**src/rtl/swf_pkg.sv**
```systemverilog
package swf_pkg;
  typedef struct packed {
    logic oow;   // rail outside its window this sample
    logic kill;  // immediate shutdown request
  } swf_win_t;

  function automatic logic swf_out_of_window(input logic uv_above, input logic ov_above);
    return (!uv_above) || ov_above;
  endfunction
endpackage

```
**src/rtl/swf_window_cmp.sv**
```systemverilog
module swf_window_cmp
  import swf_pkg::*;
(
  input  logic     uv_above,
  input  logic     ov_above,
  input  logic     filt_en,
  output swf_win_t win
);
  always_comb begin
    win.oow  = swf_out_of_window(uv_above, ov_above);
    win.kill = win.oow && !filt_en;
  end
endmodule

```
**src/rtl/swf_qual_timer.sv**
```systemverilog
module swf_qual_timer #(
  parameter int QUAL_CYCLES = 16
) (
  input  logic clk,
  input  logic rst_n,
  input  logic restart_i,
  input  logic block_i,
  output logic ok_o
);
  localparam int QW = $clog2(QUAL_CYCLES + 1);
  localparam logic [QW-1:0] QMAX = QW'(QUAL_CYCLES);

  logic [QW-1:0] qcnt;

  always_ff @(posedge clk) begin
    if (!rst_n)              qcnt <= '0;
    else if (restart_i)      qcnt <= '0;
    else if (qcnt != QMAX)   qcnt <= qcnt + 1'b1;
  end

  assign ok_o = (qcnt == QMAX) && !block_i;

  p_qual_drop_r2: assert property (@(posedge clk) disable iff (!rst_n)
    restart_i |=> !ok_o);
  p_qual_rise_r2: assert property (@(posedge clk) disable iff (!rst_n)
    $rose(ok_o) |-> !$past(restart_i));
  p_qual_block_r7: assert property (@(posedge clk) disable iff (!rst_n)
    block_i |-> !ok_o);
endmodule

```
**src/rtl/swf_fault_filter.sv**
```systemverilog
module swf_fault_filter #(
  parameter int CNT_W = 8
) (
  input  logic             clk,
  input  logic             rst_n,
  input  logic             oow_i,
  input  logic             filt_en,
  input  logic [CNT_W-1:0] filt_len,
  input  logic             fault_clr,
  output logic             latched_o
);
  logic [CNT_W-1:0] cnt;
  logic             latched;

  always_ff @(posedge clk) begin
    if (!rst_n) begin
      cnt     <= '0;
      latched <= 1'b0;
    end else if (latched) begin
      cnt <= '0;
      if (fault_clr && !oow_i) latched <= 1'b0;
    end else if (filt_en && oow_i) begin
      if (cnt == filt_len) begin
        latched <= 1'b1;
        cnt     <= '0;
      end else begin
        cnt <= cnt + 1'b1;
      end
    end else begin
      cnt <= '0;
    end
  end

  assign latched_o = latched;

  p_set_cause_r5: assert property (@(posedge clk) disable iff (!rst_n)
    $rose(latched_o) |-> ($past(oow_i) && $past(filt_en)));
  p_hold_r6: assert property (@(posedge clk) disable iff (!rst_n)
    (latched_o && !(fault_clr && !oow_i)) |=> latched_o);
  p_clear_r6: assert property (@(posedge clk) disable iff (!rst_n)
    (latched_o && fault_clr && !oow_i) |=> !latched_o);
  p_unfilt_no_set_r3: assert property (@(posedge clk) disable iff (!rst_n)
    (!latched_o && !filt_en) |=> !latched_o);
endmodule

```
**src/rtl/swf_window_guard.sv**
```systemverilog
module swf_window_guard
  import swf_pkg::*;
#(
  parameter int CNT_W       = 8,
  parameter int QUAL_CYCLES = 16
) (
  input  logic             clk,
  input  logic             rst_n,
  input  logic             uv_above,
  input  logic             ov_above,
  input  logic             filt_en,
  input  logic [CNT_W-1:0] filt_len,
  input  logic             fault_clr,
  output logic             supply_ok,
  output logic             kill_now,
  output logic             fault_latched
);
  swf_win_t win;
  logic     latched;

  swf_window_cmp u_cmp (
    .uv_above (uv_above),
    .ov_above (ov_above),
    .filt_en  (filt_en),
    .win      (win)
  );

  swf_fault_filter #(.CNT_W(CNT_W)) u_filt (
    .clk       (clk),
    .rst_n     (rst_n),
    .oow_i     (win.oow),
    .filt_en   (filt_en),
    .filt_len  (filt_len),
    .fault_clr (fault_clr),
    .latched_o (latched)
  );

  swf_qual_timer #(.QUAL_CYCLES(QUAL_CYCLES)) u_qual (
    .clk       (clk),
    .rst_n     (rst_n),
    .restart_i (win.oow || latched),
    .block_i   (latched),
    .ok_o      (supply_ok)
  );

  assign kill_now      = win.kill;
  assign fault_latched = latched;

  p_filtered_no_kill_r4: assert property (@(posedge clk) disable iff (!rst_n)
    filt_en |-> !kill_now);
  p_ok_in_window_r2: assert property (@(posedge clk) disable iff (!rst_n)
    supply_ok |-> $past(uv_above) && !$past(ov_above));
endmodule

```
**config.mk**
```make
export PLATFORM = sky130hd
export DESIGN_NAME = swf_window_guard
export DESIGN_NICKNAME = d
export VERILOG_FILES = /design/src/rtl/swf_pkg.sv /design/src/rtl/swf_window_cmp.sv /design/src/rtl/swf_qual_timer.sv /design/src/rtl/swf_fault_filter.sv /design/src/rtl/swf_window_guard.sv
export SDC_FILE = /design/constraint.sdc
export NUM_CORES = 1
export LEC_CHECK = 0
export CORE_MARGIN = 2
export CORE_UTILIZATION = 50
export CTS_BUF_LIST = sky130_fd_sc_hd__clkbuf_4 sky130_fd_sc_hd__clkbuf_8
export DETAILED_ROUTE_END_ITERATION = 8
export PLACE_DENSITY_LB_ADDON = 0.25
export SLEW_MARGIN = 10
export SYNTH_ARGS = -nofsm -noshare
export SYNTH_HDL_FRONTEND = slang
export SYNTH_SLANG_ARGS = --single-unit
```
**constraint.sdc**
```tcl
create_clock -name clk -period 1.52 [get_ports clk]
set_input_delay 0.304 -clock clk [delete_from_list [all_inputs] [get_ports clk]]
set_output_delay 0.304 -clock clk [all_outputs]
set_load 0.02 [all_outputs]
```
### Word level (Yosys, flattened, before mapping)

Index checks and enable logic that the tools add are counted.

| word-level totals | value |
|---|---|
| flip-flop bits (word level) | 14 |
| input bits | 14 |
| logic and storage cells | 26 |
| output and inout bits | 3 |

| cells by class | value |
|---|---|
| add/sub/neg operators | 2 |
| bitwise logic cells | 2 |
| multiplexer cells | 4 |
| reduce and logical (&&, ||, !) cells | 12 |
| eq/ne operators | 3 |

Operators by type and width:

| operator | number |
|---|---|
| $add A8 B1 Y8 const B | 1 |
| $eq A8 B8 Y1 | 1 |
| $add A5 B1 Y5 const B | 1 |
| $eq A5 B5 Y1 const B | 1 |
| $ne A5 B5 Y1 const B | 1 |
| $logic_and A1 B1 Y1 | 4 |
| $logic_not A1 Y1 | 4 |
| $mux W1 | 4 |
| $reduce_or A4 Y1 | 1 |
| $logic_or A1 B1 Y1 | 2 |
| $not A1 Y1 | 2 |
| $reduce_or A2 Y1 | 1 |

### Logic depth before layout (Yosys ltp)

Gate-level depths: netlist of the first run.

| logic depth | value |
|---|---|
| depth after elaboration | 6 |
| depth in mapped cells | 5 |
| gate-level depth less buffers | 5 |

### Cells and area by module

From an unflattened synthesis of the first run, not the netlist that was laid out.

| unflattened totals | value |
|---|---|
| cells, all modules | 81 |
| area total of the unflattened synthesis | 790.8 um^2 |

Modules (own cells, without submodules):

| module | area an instance (um^2) | sequential area each (um^2) | cells an instance | instances |
|---|---|---|---|---|
| swf_fault_filter | 495.5 | 180.2 | 50 | 1 |
| swf_qual_timer | 261.5 | 100.1 | 28 | 1 |
| swf_window_cmp | 27.5 | 0.0 | 2 | 1 |
| swf_window_guard | 6.3 | 0.0 | 1 | 1 |

### Worst setup path after synthesis of the first run

Ideal clock, no wire load.

| timing path | value |
|---|---|
| path kind | register -> output |
| start point | reg u_qual.qcnt[0] |
| end point | out supply_ok |
| cell stages (with the launch flop) | 5 |
| arrival | 1.126 ns |
| required time | 1.216 ns |
| slack | 0.090 ns |
| path through | dfxtp_1 > inv_1 > ha_1 > and4bb_2 > nor2b_1 |

| on the way | value |
|---|---|
| cells in the longest elaborated chain, start to end | 2 |

Ends and longest elaborated chain:

| what | line | RTL |
|---|---|---|
| start: declaration | swf_qual_timer.sv:13 | `logic [QW-1:0] qcnt;` |
| start signal: assignment | swf_qual_timer.sv:18 | `else if (qcnt != QMAX) qcnt <= qcnt + 1'b1;` |
| $eq A5 B5 Y1 | swf_qual_timer.sv:21 | `assign ok_o = (qcnt == QMAX) && !block_i;` |
| $logic_and A1 B1 Y1 | swf_qual_timer.sv:21 |  |
| end: declaration | swf_window_guard.sv:14 | `output logic supply_ok,` |

Every way passes these cells.

### Worst setup path in the final report of the first run

Same ends and word-level chain as after synthesis.

==> impl_metrics.yaml, run 1 <==
layout:
  area.sequential_um2: 283
  stdcell_count: 126
  antenna_cells: 0
  layout-drive-gt1-share: 0.306
  multi_input_area_um2: 454
  fin_nets: 129
  fill_cells: 96
  design_area_mm2: 0.00108
  syn2layout_area_growth_pct: 48.3
die:
  dieArea_mm2: 0.00177
  die-width_um: 42.1
  rows: 13
  io_pins: 17
  die_h_um: 42.1
  fp.coreArea_mm2: 0.00133
  start_util: 0.544
timing:
  hold_viol: 0
  setup_tns_ns: -0.0639
  rsz0062_at_grt: "yes"
  clock.fmax_mhz: 631
  slew_violations: 0
  relSlewSlack: 0.840
  setup_slack_ns: -0.0639
  hold_ws_ns: 0.489
  finalCriticalPeriod_ns: 1.58
  setup_violations: 1
  fin_crit_sh: 1.04
  worst_pin_slew_ns: 0.239
  clock_skew_ns: 0.00227
yosys:
  ys_warn_count: 0
  synth_xor_area_frac: 0.238
  synth-compound-area-share: 0.0431
  synth_top_area_cell: "dfxtp_1"
  synth.avg_cell_area_um2: 9.55
  synth_top_area_frac: 0.386
  syn_nets: 93
  syn_area_um2: 726
  seq_area_frac_synth: 0.386
  synth_top_family_by_area: "simple AND/OR/NAND/NOR gates"
  synth_seq_cells: 14
  synthTopCellsByArea: "dfxtp_1 39%, xnor2_1 13%, nor2_1 7.2%"
  synthMuxAreaShare: 0.0138
  yosys.area_share.adder: 0.0517
  yosys.area_share.simple: 0.252
  netlist-cell-type-count: 22
  synth_cells: 76
detailed_routing:
  via_per_inst: 4.93
  routed_wl_um: 1450
  drc: 0
  drtPass1Iterations: 4
  via_count: 621
  final_antenna_net_count: 0
  drtIter0Drc: 10
  avgRoutedWirePerCell_um: 11.5
placed_design:
  post-dp-hpwl_um: 1150
  place.gp.congestion: 0.754
  placedCellCount: 122
  dpl_cell_area_mm2: 0.00102
  portBuffers: 16
hold_path:
  min_to: "u_filt.cnt[0]"
  hold_class: "reg -> reg"
  holdPathStages: 1
  holdCritStartpoint: "u_filt.cnt[0]"
cts:
  postCtsSetupRepairBufs: 0
  cts_num_sinks: 14
  cts_buffer_depth: 2
  cts-root-buf: "clkbuf_4"
  htree_num_levels: 1
  cts_tree: "built"
  cts_hold_buf: 0
  path_clk_slew_ns: 0.08
  clock_latency_ns: 0.28
  cts_buffers: 3
worst_setup_path:
  reg2reg_depth: 5
  r2r_start: "u_filt.cnt[5]"
  required_ns: 1.22
  cpPeakStageDelay_ns: 0.34
  end_kind: "output port"
  r2r_end: "u_filt.cnt[3]"
  critPathMaxFanout: 2
  arrival_ns: 1.28
  startpoint: "u_qual.qcnt[0]"
  cp_slowest_cell: "dfxtp_2"
  cp_cell_sequence: "inv_2 > ha_4 > and4bb_2 > nor2b_4 > buf_6"
  worstSetupStartpointType: "register"
  r2r_slack_ns: 0.19
  crit_type: "reg -> out"
power:
  p_per_area_mw_per_mm2: 694
  vdd_drop_max_v: 0.000664
  leakagePower_nw: 0.433
outcome:
  outcome: "complete, but fails checks"
  violations: "setup timing"
global_route:
  track_usage: 0.197
  grt_pass1_vias: 651
  grt_first_pass_wirelength_um: 2680
  overflow: 0
  grt_max_degree: 9
  antenna_found_initial: 0
job:
  cap_violations: 0
[power breakdown]
group	switching, mW	internal [mW]
Combinational	0.0386	0.0665
Clock	0.122	0.146
Sequential	0.00385	0.370
Total	0.164	0.583
[registers in the layout, indices dropped and copies added, names as in the netlist]
name              flops
u_filt.cnt            8
u_qual.qcnt           5
u_filt.latched_o      1
[cells in the mapped netlist]
| master | number |
|---|---|
| dfxtp_1 | 14 |
| nor2_1 | 14 |
| xnor2_1 | 11 |
| nand2_1 | 5 |
| xor2_1 | 5 |
| nand3_1 | 4 |
| ha_1 | 3 |
| inv_1 | 3 |
| nand4_1 | 2 |
| nor2b_1 | 2 |
| xnor2_2 | 2 |
| a32o_1 | 1 |
| and2b_1 | 1 |
| and3_2 | 1 |
| and4_2 | 1 |
| and4bb_2 | 1 |
| mux2i_1 | 1 |
| nand3b_1 | 1 |
| nor3_1 | 1 |
| nor3_2 | 1 |
| o31ai_4 | 1 |
| or2_1 | 1 |
[critical path, delay by kind of cell (launching register included)]
family	cells	cell delay [ns]
and+or+nand+nor	2	0.34
buffers and inverters	2	0.18
adders and majority gates	1	0.15
DFF	1	0.34
[kinds of logic (layout without fill, tap and decap cells)]
| family | Yosys count | after routing |
|---|---|---|
| simple gates | 35 | 35 |
| xor+xnor | 18 | 18 |
| flops | 14 | 14 |
| fa+ha+maj | 3 | 3 |
| buf+inv | 3 | 38 |
| compound gates | 2 | 2 |
| mux | 1 | 1 |
[cells in the final DEF, fill, tap and decap left out, drive strengths merged]
master and count:
a32o 1, and2b 1, and3 1, and4 1, and4bb 1, buf 17
clkbuf 4, clkdlybuf4s50 12, dfxtp 14, dlygate4sd2 1, dlymetal6s2s 1, ha 3
inv 3, mux2i 1, nand2 5, nand3 4, nand3b 1, nand4 2
nor2 14, nor2b 2, nor3 2, o31ai 1, or2 1, xnor2 13
xor2 5
[timing repair]
action	CTS	global route
resized for setup	17	3
setup endpoints to repair	3	7
pin swaps	1	1
cloned	0	0
[routing by layer]
| metal | vias up | track usage | part of all wire |
|---|---|---|---|
| li1 | 323 | - | - |
| met1 | 282 | 0.241 | 0.47 |
| met2 | 12 | 0.328 | 0.47 |
| met3 | 4 | 0.0302 | 0.045 |
| met4 | 0 | 0.113 | 0.019 |
| met5 | - | 0 | 0 |
[cell type report]
class | count | area share
repair buffers | 31 | 0.253
flip-flops and latches | 14 | 0.263
multi-input cells | 59 | 0.422
clock buffers | 4 | 0.0337
well taps | 15 | 0.0174
inverters | 3 | 0.0105
[metrics by stage]
step,setup WS [ns],total power [mW],util
2_1_floorplan,0.0901,0.421,-
3_3_place_gp,-0.391,0.484,0.763
3_5_place_dp,-0.443,0.487,0.763
4_1_cts,-0.100,0.758,0.796
5_1_grt,-0.117,0.777,0.807
6_report,-0.0639,0.747,0.807
[how the worst max path moves through the flow]
stage	endpoint	slack (ns)	cells past startpoint
final	supply_ok	-0.06	5
after global routing	supply_ok	-0.12	5
after detailed placement	kill_now	-0.44	4
after CTS	supply_ok	-0.10	5
after floorplan	supply_ok	0.09	4
after global placement	kill_now	-0.39	4
No activity file was read; power rests on OpenSTA's default activity.
==> run 2, diff against run 1 <==
ABC_AREA = 1   (was unset)
CORE_UTILIZATION = 51   (was 50)
==> impl_metrics.yaml, run 2 <==
layout:
  layout_commonest_cell: "nand2_1"
  layout-drive-gt1-share: 0.213
  fin_nets: 154
  final_util: 0.789
  syn2layout_area_growth_pct: 39.1
  antenna_cells: 0
  layout_common_cells: "24 x nand2_1, 16 x inv_1, 16 x nor2_1"
  largest_reg_flops: 8
  top_register: "u_filt.cnt"
timing:
  clock.fmax_mhz: 649
  setup_tns_ns: -0.0198
  slew_violations: 0
  fin_crit_sh: 1.01
  clock_skew_ns: 0.00360
  rsz0062_at_grt: "yes"
  setup_violations: 1
  worst_pin_slew_ns: 0.272
  finalCriticalPeriod_ns: 1.54
  relSlewSlack: 0.817
  setup_slack_ns: -0.0198
  hold_viol: 0
die:
  die_h_um: 42.8
  die-width_um: 42.8
  fp.coreArea_mm2: 0.00135
  rows: 13
  io_pins: 17
  dieArea_mm2: 0.00183
  start_util: 0.567
worst_setup_path:
  crit_type: "reg -> out"
  required_ns: 1.22
  worstSetupStartpointType: "register"
  critPathMaxFanout: 2
  arrival_ns: 1.24
  end_kind: "output port"
cts:
  path_clk_slew_ns: 0.09
  cts_buffers: 3
  cts_hold_buf: 0
  cts-root-buf: "clkbuf_4"
  htree_num_levels: 1
  cts_tree: "built"
  cts_num_sinks: 14
  clock_latency_ns: 0.29
  cts_buffer_depth: 2
detailed_routing:
  avgRoutedWirePerCell_um: 11.1
  final_antenna_net_count: 0
  routed_wl_um: 1680
  via_per_inst: 4.83
  drc: 0
  drtIter0Drc: 23
  via_count: 730
  drtPass1Iterations: 4
global_route:
  antenna_found_initial: 0
  overflow: 0
  grt_max_degree: 9
  busiest_layer: "met2"
  met1_usage: 0.239
  track_usage: 0.212
  use_met2: 0.391
  grt_pass1_vias: 686
  grt_first_pass_wirelength_um: 2870
  grt_util_met3: 0.0383
yosys:
  synth_most_common_cell: "nand2_1"
  syn_area_um2: 766
  netlist-cell-type-count: 18
  synth.avg_cell_area_um2: 7.22
  yosys_most_used_dff: "dfxtp_1"
  synthTopCellsByArea: "dfxtp_1 37%, nand2_1 12%, xnor2_1 9.2%"
  ys_warn_count: 0
  seq_area_frac_synth: 0.366
  synth_cells: 106
  synth_top_cells_by_count: "24 x nand2_1, 18 x inv_1, 17 x nor2_1"
  synth_top_area_cell: "dfxtp_1"
  syn_nets: 123
  synth_seq_cells: 14
  synth_top_area_frac: 0.366
  synth_edf_count: 0
  synth-async-reset-ratio: 0
power:
  p_per_area_mw_per_mm2: 705
  finalPower_uw: 750
  vdd_drop_max_v: 0.000769
  leakagePower_nw: 0.445
hold_path:
  hold_class: "reg -> reg"
placed_design:
  place.gp.congestion: 0.846
  post-dp-hpwl_um: 1230
  portBuffers: 16
job:
  cap_violations: 0
outcome:
  outcome: "complete, but fails checks"
  violations: "setup timing"
[run 2: cell types whose count changed after synthesis, moves of 3 or more]
cell     previous run  this run
nand2_1             5        24
inv_1               3        18
a21oi_1             0         3
xnor2_1            11         8
nor2_1             14        17
[run 2: metal layers]
layer,share of wire,up-vias
met2,0.52,22
met4,0.021,0
met1,0.40,323
li1,-,381
met5,0,-
met3,0.052,4
[run 2: cell type report]
class | count | area (um2)
Inverter | 18 | 67.6
Multi-Input combinational cell | 74 | 433
Clock buffer | 4 | 36.3
Fill cell | 105 | 285
Timing Repair Buffer | 26 | 226
Tap cell | 15 | 18.8
Sequential cell | 14 | 283
[run 2: path summary, 6_finish.rpt]
kind / startpoint / end / slack (ns) / cells after the start
worst max-delay path: u_qual.qcnt[1] / supply_ok / -0.02 / 5
worst min-delay path: u_qual.qcnt[4] / u_qual.qcnt[4] / 0.49 / 2
worst max register to register: u_qual.qcnt[1] / u_qual.qcnt[1] / 0.19 / 8
worst min register to register: u_qual.qcnt[4] / u_qual.qcnt[4] / 0.49 / 2
[run 2: cells by family after synthesis]
kind of cell,Yosys count,synth area share
AO/OA/AOI/OAI,5,0.0359
XOR/XNOR,12,0.137
adder cells (fa/ha/maj),3,0.0490
buffers and inverters,18,0.0882
flip-flops,14,0.366
AND/OR/NAND/NOR,54,0.324
[run 2: what timing repair did]
| item | 4_1_cts | 5_1_grt |
|---|---|---|
| endpoints found under the hold margin | 0 | 0 |
| endpoints found under the setup margin | 3 | 2 |
| pin swaps | 0 | 3 |
| gates cloned | 0 | 0 |
| resized for setup | 9 | 8 |
| buffers inserted | 0 | 2 |
[run 2: stage by stage]
stage	std cells	setup slack (ns)	area, um2	hold slack [ns]
final	151	-0.0198	1060	0.491
after floorplan	106	0.235	766	0.442
after CTS	149	-0.00571	1040	0.497
after detailed placement	145	-0.267	1000	0.479
after global routing	151	-0.0705	1060	0.520
after global placement	145	-0.266	1000	0.467
[run 2: power by group]
part	internal [mW]	switching (mW)	leakage, nW
Combinational	0.0534	0.0392	0.310
Sequential	0.370	0.00381	0.114
Clock	0.146	0.137	0.0210
Total	0.570	0.180	0.445
[run 2: worst max-delay path: stages, from the launching register on]
cell and delay [ns]:
dfxtp_2 0.34, inv_2 0.08, ha_4 0.12, nand4_1 0.12, nor2_1 0.14, buf_4 0.15
==> run 3, diff against run 2 <==
CAP_MARGIN = 20   (was unset)
==> results of run 3 <==
The final DEF is identical to that of run 2; final timing and power are the same.
